--- src/rtl/irq_pkg.sv ---
package irq_pkg;
  localparam int PRIO_W = 4;
  localparam int VEC_W  = 9;
  typedef logic [PRIO_W-1:0] prio_t;
endpackage

--- src/rtl/irq_src_bank.sv ---
module irq_src_bank import irq_pkg::*; #(
  parameter int N_SW = 8,
  parameter int N_HW = 8,
  localparam int N_SRC = N_SW + N_HW,
  localparam int IDX_W = $clog2(N_SRC)
) (
  input  logic                   clk,
  input  logic                   rst_n,
  input  logic [N_HW-1:0]        hw_irq,
  input  logic [N_SW-1:0]        sw_set,
  input  logic [N_SW-1:0]        sw_clr,
  input  logic                   prio_we,
  input  logic [IDX_W-1:0]       prio_idx,
  input  prio_t                  prio_wdata,
  output logic [N_SW-1:0]        sw_pend,
  output logic [N_SRC-1:0]       pend,
  output prio_t [N_SRC-1:0]      prio
);
  logic [N_SW-1:0] sw_pend_nxt;
  logic            sw_pend_en;

  always_comb begin
    sw_pend_nxt = (sw_pend | sw_set) & ~sw_clr;
    sw_pend_en  = |(sw_set | sw_clr);
  end

  always_ff @(posedge clk or negedge rst_n) begin
    if (!rst_n)          sw_pend <= '0;
    else if (sw_pend_en) sw_pend <= sw_pend_nxt;
  end

  assign pend = {hw_irq, sw_pend};

  for (genvar g = 0; g < N_SRC; g++) begin : g_prio
    logic sel;
    assign sel = prio_we && (prio_idx == IDX_W'(g));
    always_ff @(posedge clk or negedge rst_n) begin
      if (!rst_n)   prio[g] <= '0;
      else if (sel) prio[g] <= prio_wdata;
    end
  end
endmodule

--- src/rtl/irq_arbiter.sv ---
module irq_arbiter import irq_pkg::*; #(
  parameter int N_SRC = 16,
  localparam int IDX_W = $clog2(N_SRC)
) (
  input  logic [N_SRC-1:0]  pend,
  input  prio_t [N_SRC-1:0] prio,
  output prio_t             win_prio,
  output logic [IDX_W-1:0]  win_idx
);
  always_comb begin
    win_prio = '0;
    win_idx  = '0;
    for (int i = 0; i < N_SRC; i++) begin
      if (pend[i] && (prio[i] > win_prio)) begin
        win_prio = prio[i];
        win_idx  = IDX_W'(i);
      end
    end
  end
endmodule

--- src/rtl/irq_prio_stack.sv ---
module irq_prio_stack import irq_pkg::*; #(
  parameter int DEPTH = 16,
  localparam int SP_W  = $clog2(DEPTH + 1),
  localparam int PTR_W = (DEPTH > 1) ? $clog2(DEPTH) : 1
) (
  input  logic            clk,
  input  logic            rst_n,
  input  logic            push_req,
  input  logic            eoi,
  input  logic            mask_we,
  input  prio_t           mask_wdata,
  input  prio_t           win_prio,
  output prio_t           cur_prio,
  output logic [SP_W-1:0] depth
);
  localparam logic [SP_W-1:0] FULL = SP_W'(DEPTH);

  prio_t           stk [DEPTH];
  logic            do_push, do_pop, do_mask, cur_en, depth_en;
  prio_t           cur_nxt;
  logic [SP_W-1:0] depth_nxt, top;

  always_comb begin
    top       = depth - SP_W'(1);
    do_push   = push_req && (depth != FULL);
    do_pop    = eoi && !do_push && (depth != '0);
    do_mask   = mask_we && !do_push && !do_pop;
    cur_en    = do_push || do_pop || do_mask;
    depth_en  = do_push || do_pop;
    if (do_push)     cur_nxt = win_prio;
    else if (do_pop) cur_nxt = stk[top[PTR_W-1:0]];
    else             cur_nxt = mask_wdata;
    depth_nxt = do_push ? depth + SP_W'(1) : top;
  end

  always_ff @(posedge clk or negedge rst_n) begin
    if (!rst_n) begin
      cur_prio <= '0;
      depth    <= '0;
    end else begin
      if (cur_en)   cur_prio <= cur_nxt;
      if (depth_en) depth    <= depth_nxt;
    end
  end

  always_ff @(posedge clk) begin
    if (do_push) stk[depth[PTR_W-1:0]] <= cur_prio;
  end
endmodule

--- src/rtl/irq_prio_ctrl.sv ---
module irq_prio_ctrl import irq_pkg::*; #(
  parameter int N_SW  = 8,
  parameter int N_HW  = 8,
  parameter int DEPTH = 16,
  localparam int N_SRC = N_SW + N_HW,
  localparam int IDX_W = $clog2(N_SRC),
  localparam int SP_W  = $clog2(DEPTH + 1)
) (
  input  logic              clk,
  input  logic              rst_n,
  input  logic [N_HW-1:0]   hw_irq,
  input  logic [N_SW-1:0]   sw_set,
  input  logic [N_SW-1:0]   sw_clr,
  input  logic              prio_we,
  input  logic [IDX_W-1:0]  prio_idx,
  input  logic [PRIO_W-1:0] prio_wdata,
  input  logic              mask_we,
  input  logic [PRIO_W-1:0] mask_wdata,
  input  logic              ack,
  input  logic              eoi,
  output logic              irq_req,
  output logic [VEC_W-1:0]  irq_vec,
  output logic [PRIO_W-1:0] cur_prio
);
  logic [N_SW-1:0]   sw_pend;
  logic [N_SRC-1:0]  pend;
  prio_t [N_SRC-1:0] prio;
  prio_t             win_prio;
  logic [IDX_W-1:0]  win_idx;
  logic [SP_W-1:0]   depth;

  irq_src_bank #(.N_SW(N_SW), .N_HW(N_HW)) bank_i (
    .clk, .rst_n, .hw_irq, .sw_set, .sw_clr, .prio_we, .prio_idx,
    .prio_wdata, .sw_pend, .pend, .prio
  );

  irq_arbiter #(.N_SRC(N_SRC)) arb_i (
    .pend, .prio, .win_prio, .win_idx
  );

  assign irq_req = (win_prio > cur_prio);
  assign irq_vec = VEC_W'(win_idx);

  irq_prio_stack #(.DEPTH(DEPTH)) stack_i (
    .clk, .rst_n, .push_req(ack && irq_req), .eoi, .mask_we, .mask_wdata,
    .win_prio, .cur_prio, .depth
  );
endmodule

--- config.mk ---
export PLATFORM = sky130hd
export DESIGN_NAME = irq_prio_ctrl
export DESIGN_NICKNAME = d
export VERILOG_FILES = /design/src/rtl/irq_pkg.sv /design/src/rtl/irq_src_bank.sv /design/src/rtl/irq_arbiter.sv /design/src/rtl/irq_prio_stack.sv /design/src/rtl/irq_prio_ctrl.sv
export SDC_FILE = /design/constraint.sdc
export NUM_CORES = 1
export LEC_CHECK = 0
export BUFFER_PORTS_ARGS = -buffer_cell sky130_fd_sc_hd__buf_4
export CAP_MARGIN = 0
export CELL_PAD_IN_SITES_DETAIL_PLACEMENT = 1
export CELL_PAD_IN_SITES_GLOBAL_PLACEMENT = 2
export CORE_ASPECT_RATIO = 0.6
export CORE_UTILIZATION = 30
export CTS_CLUSTER_DIAMETER = 50
export DETAILED_ROUTE_END_ITERATION = 6
export PLACE_DENSITY_LB_ADDON = 0.1
export SETUP_SLACK_MARGIN = 0.3
export SYNTH_ARGS = -nofsm -noshare
export SYNTH_HDL_FRONTEND = slang
export SYNTH_SLANG_ARGS = --single-unit
--- constraint.sdc ---
create_clock -name clk -period 53.6 [get_ports clk]
set_input_delay 2.68 -clock clk [delete_from_list [all_inputs] [get_ports clk]]
set_output_delay 2.68 -clock clk [all_outputs]
set_load 0.01 [all_outputs]
Word-level counts from Yosys, hierarchy flattened
Memory sizes are Yosys's and may differ from the RTL's.
Cells that the tools add are included.
{ "totals": {"mem_bits_rw": 64, "memories": 1, "out_inout_bits": 14, "register_bits": 81, "word_cells": 140} }
{ "memory_table": {"columns": ["memory", "depth", "word_bits", "rd", "rd_ports_with_merged_regs", "wr", "line", "text"], "rows": [
  ["stack_i.stk", 16, 4, 1, 0, 1, "irq_prio_stack.sv:18", "prio_t stk [DEPTH];"]
]} }
{ "classes": {"mux": 36, "bitwise_logic": 4, "n_lt_le_gt_ge": 17, "add_sub_neg": 2, "reduce_logical": 45, "eq_ne": 16} }
{ "op_table": {"columns": ["cell", "n"], "rows": [
  ["$mux W4", 26],
  ["$gt A4 B4 Y1", 16],
  ["$logic_and A1 B1 Y1", 38],
  ["$eq A4 B4 Y1 const B", 8],
  ["$eq A4 B3 Y1 const B", 4],
  ["$or A8 B8 Y8", 2],
  ["$mux W3", 4],
  ["$and A8 B8 Y8", 1],
  ["$eq A4 B2 Y1 const B", 2],
  ["$not A8 Y8", 1],
  ["$reduce_or A8 Y1", 1],
  ["$add A5 B1 Y5 const B", 1],
  ["$mux W5", 1],
  ["$ne A5 B5 Y1 const B", 1],
  ["$reduce_bool A5 Y1", 1],
  ["$sub A5 B1 Y5 const B", 1],
  ["$eq A4 B1 Y1 const B", 1],
  ["$gt A4 B1 Y1 const B", 1],
  ["$logic_not A4 Y1", 1],
  ["$mux W2", 2],
  ["$mux W1", 3],
  ["$logic_not A1 Y1", 2],
  ["$logic_or A1 B1 Y1", 2]
]} }

Longest topological paths before layout
Gate-level depths: netlist of run 1.
{ "depth": {"depth_word": 57, "ltp_mapped": 143, "mapped_depth_nobuf": 139} }

By module
A second synthesis of run 1 with hierarchy kept.
{ "hier_totals": {"hier_cells": 868, "area_unflattened_um2": 9504.1} }
{ "modules_own_cells": {"columns": ["module", "cells_each", "area_each_um2", "instances"], "rows": [
  ["irq_arbiter", 445, 3286.9, 1],
  ["irq_prio_stack", 206, 3208.1, 1],
  ["irq_src_bank", 196, 2846.5, 1],
  ["irq_prio_ctrl", 21, 162.7, 1]
]} }

Worst setup path before layout of run 1
OpenSTA, ideal clock, no wires.
{ "synth_timing": {"path_kind": "register to output", "start": "register bank_i.sw_pend[0]", "end": "output irq_req", "required_time_ps": 50920, "path_stages_with_launch": 121, "t_arrival_ps": 23215, "slack_ps": 27705, "path_cell_list": "dfrtp_1 > nand2_1 > ha_1 > nor2b_4 > o211ai_2 > a21oi_2 > mux2_2 > ha_1 > nand3_1 > nor4b_1 > nor2_1 > nand2_1 > nor2_1 > a21oi_1 > inv_1 > ha_1 > nor2b_1 > or2_2 > [85 not listed] > nor2b_1 > nor3_1 > o31ai_1 > a21o_1 > o21a_1 > o31ai_4 > mux2_2 > ha_1 > nor2b_1 > o21a_1 > o21a_1 > o211ai_1 > mux2i_1 > ha_1 > o21ai_0 > nand2b_1 > a21oi_1 > a41oi_1"} }
{ "synth_via": {"elab_chain_cells": 48} }
{ "synth_lines": {"columns": ["element", "line", "text"], "rows": [
  ["start: declaration", "irq_src_bank.sv:15", "output logic [N_SW-1:0] sw_pend,"],
  ["start signal: assignment", "irq_src_bank.sv:29", "else if (sw_pend_en) sw_pend <= sw_pend_nxt;"],
  ["$logic_and A1 B1 Y1 *", "irq_arbiter.sv:14", "if (pend[i] && (prio[i] > win_prio)) begin"],
  ["$mux W4 *", "irq_arbiter.sv:14", null],
  ["$gt A4 B4 Y1", "irq_arbiter.sv:14", null],
  ["$logic_and A1 B1 Y1", "irq_arbiter.sv:14", null],
  ["$mux W4 *", "irq_arbiter.sv:14", null],
  ["$gt A4 B4 Y1", "irq_arbiter.sv:14", null],
  ["$logic_and A1 B1 Y1", "irq_arbiter.sv:14", null],
  ["$mux W4 *", "irq_arbiter.sv:14", null],
  ["[32 not listed]", null, null],
  ["$mux W4 *", "irq_arbiter.sv:14", null],
  ["$gt A4 B4 Y1", "irq_arbiter.sv:14", null],
  ["$logic_and A1 B1 Y1", "irq_arbiter.sv:14", null],
  ["$mux W4 *", "irq_arbiter.sv:14", null],
  ["$gt A4 B4 Y1", "irq_arbiter.sv:14", null],
  ["$logic_and A1 B1 Y1", "irq_arbiter.sv:14", null],
  ["$mux W4 *", "irq_arbiter.sv:14", null],
  ["$gt A4 B4 Y1 *", "irq_prio_ctrl.sv:41", "assign irq_req = (win_prio > cur_prio);"],
  ["end: declaration", "irq_prio_ctrl.sv:21", "output logic irq_req,"]
]} }
Every way passes the cells marked *; elsewhere a longest branch is shown, timed or not.

Worst setup path in the final report of run 1
Ends and elaborated chain as after synthesis.

==> flow_summary.toml, run 1 <==
[sta]
fin_crit_ns = 31.50
finalWorstSetupSlack_ns = 22.10
setup_tns_ns = 0
grt_setup_unrepaired = "false"
hold_viol_final = 0
final.setup_skew_ns = 0.0140
worst_slew_pin_slew_ns = 0.958
final-setup-viol-count = 0
max_freq_mhz = 31.7
slew_headroom_pct = 36.1
min_period_over_period_pct = 58.8
drv_slew = 0

[route]
finalWirelength_um = 27200
drc_errors = 0
route.vias.total = 7022
ant_nets = 0
first_pass_iters = 4
avgViaCountPerCell = 5.20
drtIter0Drc = 349
wl_per_cell_um = 20.2

[floorplanning]
start_util_pct = 30.7
die_w_um = 228
die-area_um2 = 31500
core_um2 = 30100
ios = 56
row_count = 49
die_h_um = 138

[clocking]
hold_buffers = 0
cts.repair.resized = 0
clk_pin_slew_ns = 0.07
cts_tree = "built"
clk_path_buf_depth = 2
cts_buffers = 17
worstSkewPairLatency_ns = 0.44
cts_root_buf = "clkbuf_16"
cts_sinks = 145
htreeDepth = 4
cts_setup_buffers = 0

[run]
cap_violations = 0

[place]
dp_cells = 1318
dp_hpwl_um = 21200
dp_worst_setup_slack_ns = 22.75
portBuffers = 50
placed_cell_area_um2 = 10100
routabilityCongestion = 0.761

[global_route]
grt-ovfl-total = 0
grt_max_degree = 71
antenna_found_initial = 0
globalRouteTotalUtil_pct = 18.1
grt_pass1_vias = 6847
grt_pass1_wl_um = 42500

[synthesis]
netlist_instances = 876
syn-cell-area_um2 = 9230
yosys_warnings = 0
async_reset_ff_share_pct = 55.9
synth_edf_count = 64
syn_avg_cell_area_um2 = 10.5
ys_seq_area_share_pct = 42.8
synth_top_flop_cell = "dfrtp_1"
yosysUniqueCellTypes = 87
ys_ff_latch = 145

[finish]
design_area_um2 = 10600
layout_commonest_cell = "dfrtp_1"
area_growth_pct = 15.0
drive_above_1_share_pct = 20.6
fin_nets = 1027
final_cells = 1350
antenna_cells = 0
layout_common_cells = "81 x dfrtp_1, 73 x nand2_1, 64 x edfxtp_1, 61 x nor2_1, 60 x o21ai_0"

[critical_path]
reg2regPathDepth = 122
max_stage_delay_ns = 0.61
reg2reg_slack_ns = 23.72
criticalPathCategory = "reg2out"
slowest_stage = "o21ai_0"
worstSetupStartpointType = "flop"
path_common_cell = "ha_1"
crit_arrival_ns = 28.82
path_max_fanout = 9
crit_path_end_kind = "output pin"
required_ns = 50.92

[outcome]
status = "complete, no violations"

[hold_path]
whs_path_depth = 2
holdCritPathClass = "reg2reg"
through the flow:
stage,hold slack [ns],utilization [%]
6_report,0.505,35.3
3_3_place_gp,0.490,33.4
3_5_place_dp,0.493,33.4
2_1_floorplan,0.457,-
5_1_grt,0.514,35.3
4_1_cts,0.509,35.3
per-layer routing:
metal	part of all wire [%]	track usage (%)	vias up	routed length [um]
met5	0	0	-	0
met4	0.50	3.50	0	135
met3	4.3	3.87	9	1160
met2	35	21.8	112	9640
met1	60	30.9	3517	16300
li1	-	-	3384	-
synthesized netlist by cell type (20+ instances only):
cell type,n,area (um2)
mux2_2,53,597
edfxtp_1,64,1920
nand3_1,26,130
ha_1,56,701
mux4_2,20,450
inv_1,57,214
a21oi_1,33,165
nor2_1,61,229
dfrtp_1,81,2030
nand2_1,73,274
o21ai_0,60,300
cells by family (layout without fill, tap and decap cells):
group / after synthesis / count (layout) / synth area share (%)
other: 1 / 5 / 0.0406
DFF: 145 / 145 / 42.8
and+or+nand+nor: 265 / 265 / 14.6
AOI/OAI and AO/OA: 226 / 226 / 17.2
adders and majority gates: 57 / 57 / 7.70
buffers and inverters: 82 / 144 / 3.56
xor gates and xnor gates: 10 / 10 / 0.949
muxes: 90 / 90 / 13.2
cell type report:
type | instances | area (um2)
clock buffer | 17 | 425
inverter | 57 | 214
clock inverter | 15 | 139
fill | 3286 | 19500
sequential | 145 | 3950
tap | 408 | 510
timing repair buffer | 55 | 413
multi-input combinational | 653 | 4970
path summary, 6_finish.rpt:
path,endpoint,start
worst max-delay path,irq_req,bank_i.sw_pend[0]$_DFFE_PN0P_
worst min-delay path,bank_i.sw_pend[5]$_DFFE_PN0P_,bank_i.sw_pend[5]$_DFFE_PN0P_
worst max register to register,stack_i.stk[2][1]$_DFFE_PP_,bank_i.sw_pend[0]$_DFFE_PN0P_
worst min register to register,bank_i.sw_pend[5]$_DFFE_PN0P_,bank_i.sw_pend[5]$_DFFE_PN0P_
max in group asynchronous,bank_i.prio[45]$_DFFE_PN0P_,rst_n
min in group asynchronous,bank_i.sw_pend[3]$_DFFE_PN0P_,rst_n
worst max-delay path: cells and delay by family, from the launching register on:
| family | cells | cell delay (ns) |
|---|---|---|
| AND/OR/NAND/NOR | 35 | 7.59 |
| adder cells (fa/ha/maj) | 17 | 5.20 |
| flip-flops | 1 | 0.46 |
| multiplexers | 5 | 1.68 |
| buffers and inverters | 5 | 0.49 |
| AO/OA/AOI/OAI | 57 | 12.95 |
sequential cells by signal, indices dropped and copies added, names as in the netlist:
signal,count
bank_i.prio,64
stack_i.stk,64
bank_i.sw_pend,8
stack_i.depth,5
stack_i.cur_prio,4
Power of run 1 is not shown: default switching activity piles up to over one toggle a cycle in this logic, so the estimate is an artifact.
==> inputs of run 2 (changes only) <==
- clock period: 53.6 -> 28.4 ns (I/O delays scaled with it)
==> flow_summary.toml, run 2 (same netlist as run 1, synthesis figures left out) <==
[global_route]
grt_max_degree = 45
met2_usage_pct = 23.1
antenna_found_initial = 2
grt_pass1_wl_um = 44100
use_met1_pct = 31.3
grt-ovfl-total = 0
globalRouteTotalUtil_pct = 18.6
grt_use_met3_pct = 3.72
grt_pass1_vias = 7204
grt-busiest-layer = "met1"

[clocking]
clk_path_buf_depth = 2
worstSkewPairLatency_ns = 0.45
htreeDepth = 4
cts_sinks = 145
clk_pin_slew_ns = 0.07
cts_buffers = 17
cts_tree = "built"
cts_root_buf = "clkbuf_16"

[sta]
setup_tns_ns = 0
hold_viol_final = 0
holdWs_ns = 0.515
fin_crit_ns = 26.34
final-setup-viol-count = 0
final.setup_skew_ns = 0.0207
slew_headroom_pct = 36.3
grt_setup_unrepaired = "false"
worst_slew_pin_slew_ns = 0.955
min_period_over_period_pct = 92.8
drv_slew = 0
max_freq_mhz = 38.0

[critical_path]
slowest_stage = "or4_4"
path_common_cell = "ha_1"
criticalPathCategory = "reg2out"
crit_path_end_kind = "output pin"
path_max_fanout = 9
crit_arrival_ns = 24.92
reg2reg_slack_ns = 2.90
crit_start = "bank_i.sw_pend[0]$_DFFE_PN0P_"
reg2regPathDepth = 132
r2r-start = "bank_i.sw_pend[0]$_DFFE_PN0P_"
max_stage_delay_ns = 0.52
required_ns = 26.98
regToRegEndpoint = "stack_i.depth[4]$_DFFE_PN0P_"
worstSetupStartpointType = "flop"

[finish]
fillers = 3321
fin_nets = 1082
drive_above_1_share_pct = 28.1
antenna_cells = 0
design_area_um2 = 11300
area_growth_pct = 21.9
layout_common_cells = "109 x buf_4, 80 x dfrtp_1, 72 x nand2_1, 64 x edfxtp_1, 60 x nor2_1"
layout_commonest_cell = "buf_4"

[route]
finalWirelength_um = 28100
avgViaCountPerCell = 5.08
first_pass_iters = 4
drc_errors = 0
ant_nets = 0
route.vias.total = 7139
drtIter0Drc = 397
wl_per_cell_um = 20.0

[place]
placed_cell_area_um2 = 10400
portBuffers = 50
routabilityCongestion = 0.782
dp_hpwl_um = 21800

[floorplanning]
core_um2 = 30100
die-area_um2 = 31500
die_w_um = 228
die_h_um = 138
ios = 56
row_count = 49
start_util_pct = 30.7

[hold_path]
min_from = "bank_i.sw_pend[5]$_DFFE_PN0P_"
whs_path_depth = 2
holdCritPathClass = "reg2reg"
hold_end = "bank_i.sw_pend[5]$_DFFE_PN0P_"

[run]
cap_violations = 0

[outcome]
status = "complete, no violations"
[run 2: critical path, delay by kind of cell (launching register included)]
family          cells  cell delay (ns)
fa+ha+maj          17             4.84
flops               1             0.43
buf+inv            12             1.52
simple gates       42             7.60
compound gates     51             8.78
mux                 4             1.24
[run 2: worst max path at each step]
stage          endpoint  slack (ns)  cells after the start
2_1_floorplan   irq_req        3.77                    120
3_5_place_dp    irq_req        0.62                    125
6_report        irq_req        2.06                    126
3_3_place_gp    irq_req        0.70                    122
4_1_cts         irq_req        0.32                    126
5_1_grt         irq_req        0.27                    129
[run 2: layer usage]
| metal | wire length [um] | vias to the layer above |
|---|---|---|
| li1 | - | 3505 |
| met3 | 855 | 12 |
| met1 | 17000 | 3552 |
| met5 | 0 | - |
| met2 | 10000 | 70 |
| met4 | 138 | 0 |
[run 2: metrics by stage]
step | utilization (%) | std cells | worst slack, ns
final | 37.4 | 1405 | 2.06
after global routing | 37.4 | 1405 | 0.271
after CTS | 36.6 | 1397 | 0.316
after detailed placement | 34.6 | 1363 | 0.617
after global placement | 34.6 | 1363 | 0.699
after floorplan | - | 880 | 3.77
[run 2: area by class of cell]
type                            count  area, um2  area share (%)
Clock inverter                     15        148            1.31
Tap cell                          408        510            4.53
Inverter                           57        214            1.90
Timing Repair Buffer              110        838            7.45
Multi-Input combinational cell    653       5170            45.9
Clock buffer                       17        425            3.78
Sequential cell                   145       3950            35.1
[run 2: repair_timing]
action,CTS,global route
resized for setup,5,39
endpoints found under the setup margin,1,78
hold buffers,0,0
buffers inserted,2,8
cloned,0,0
pin swaps,0,9
Power of run 2 is left out for the same reason.
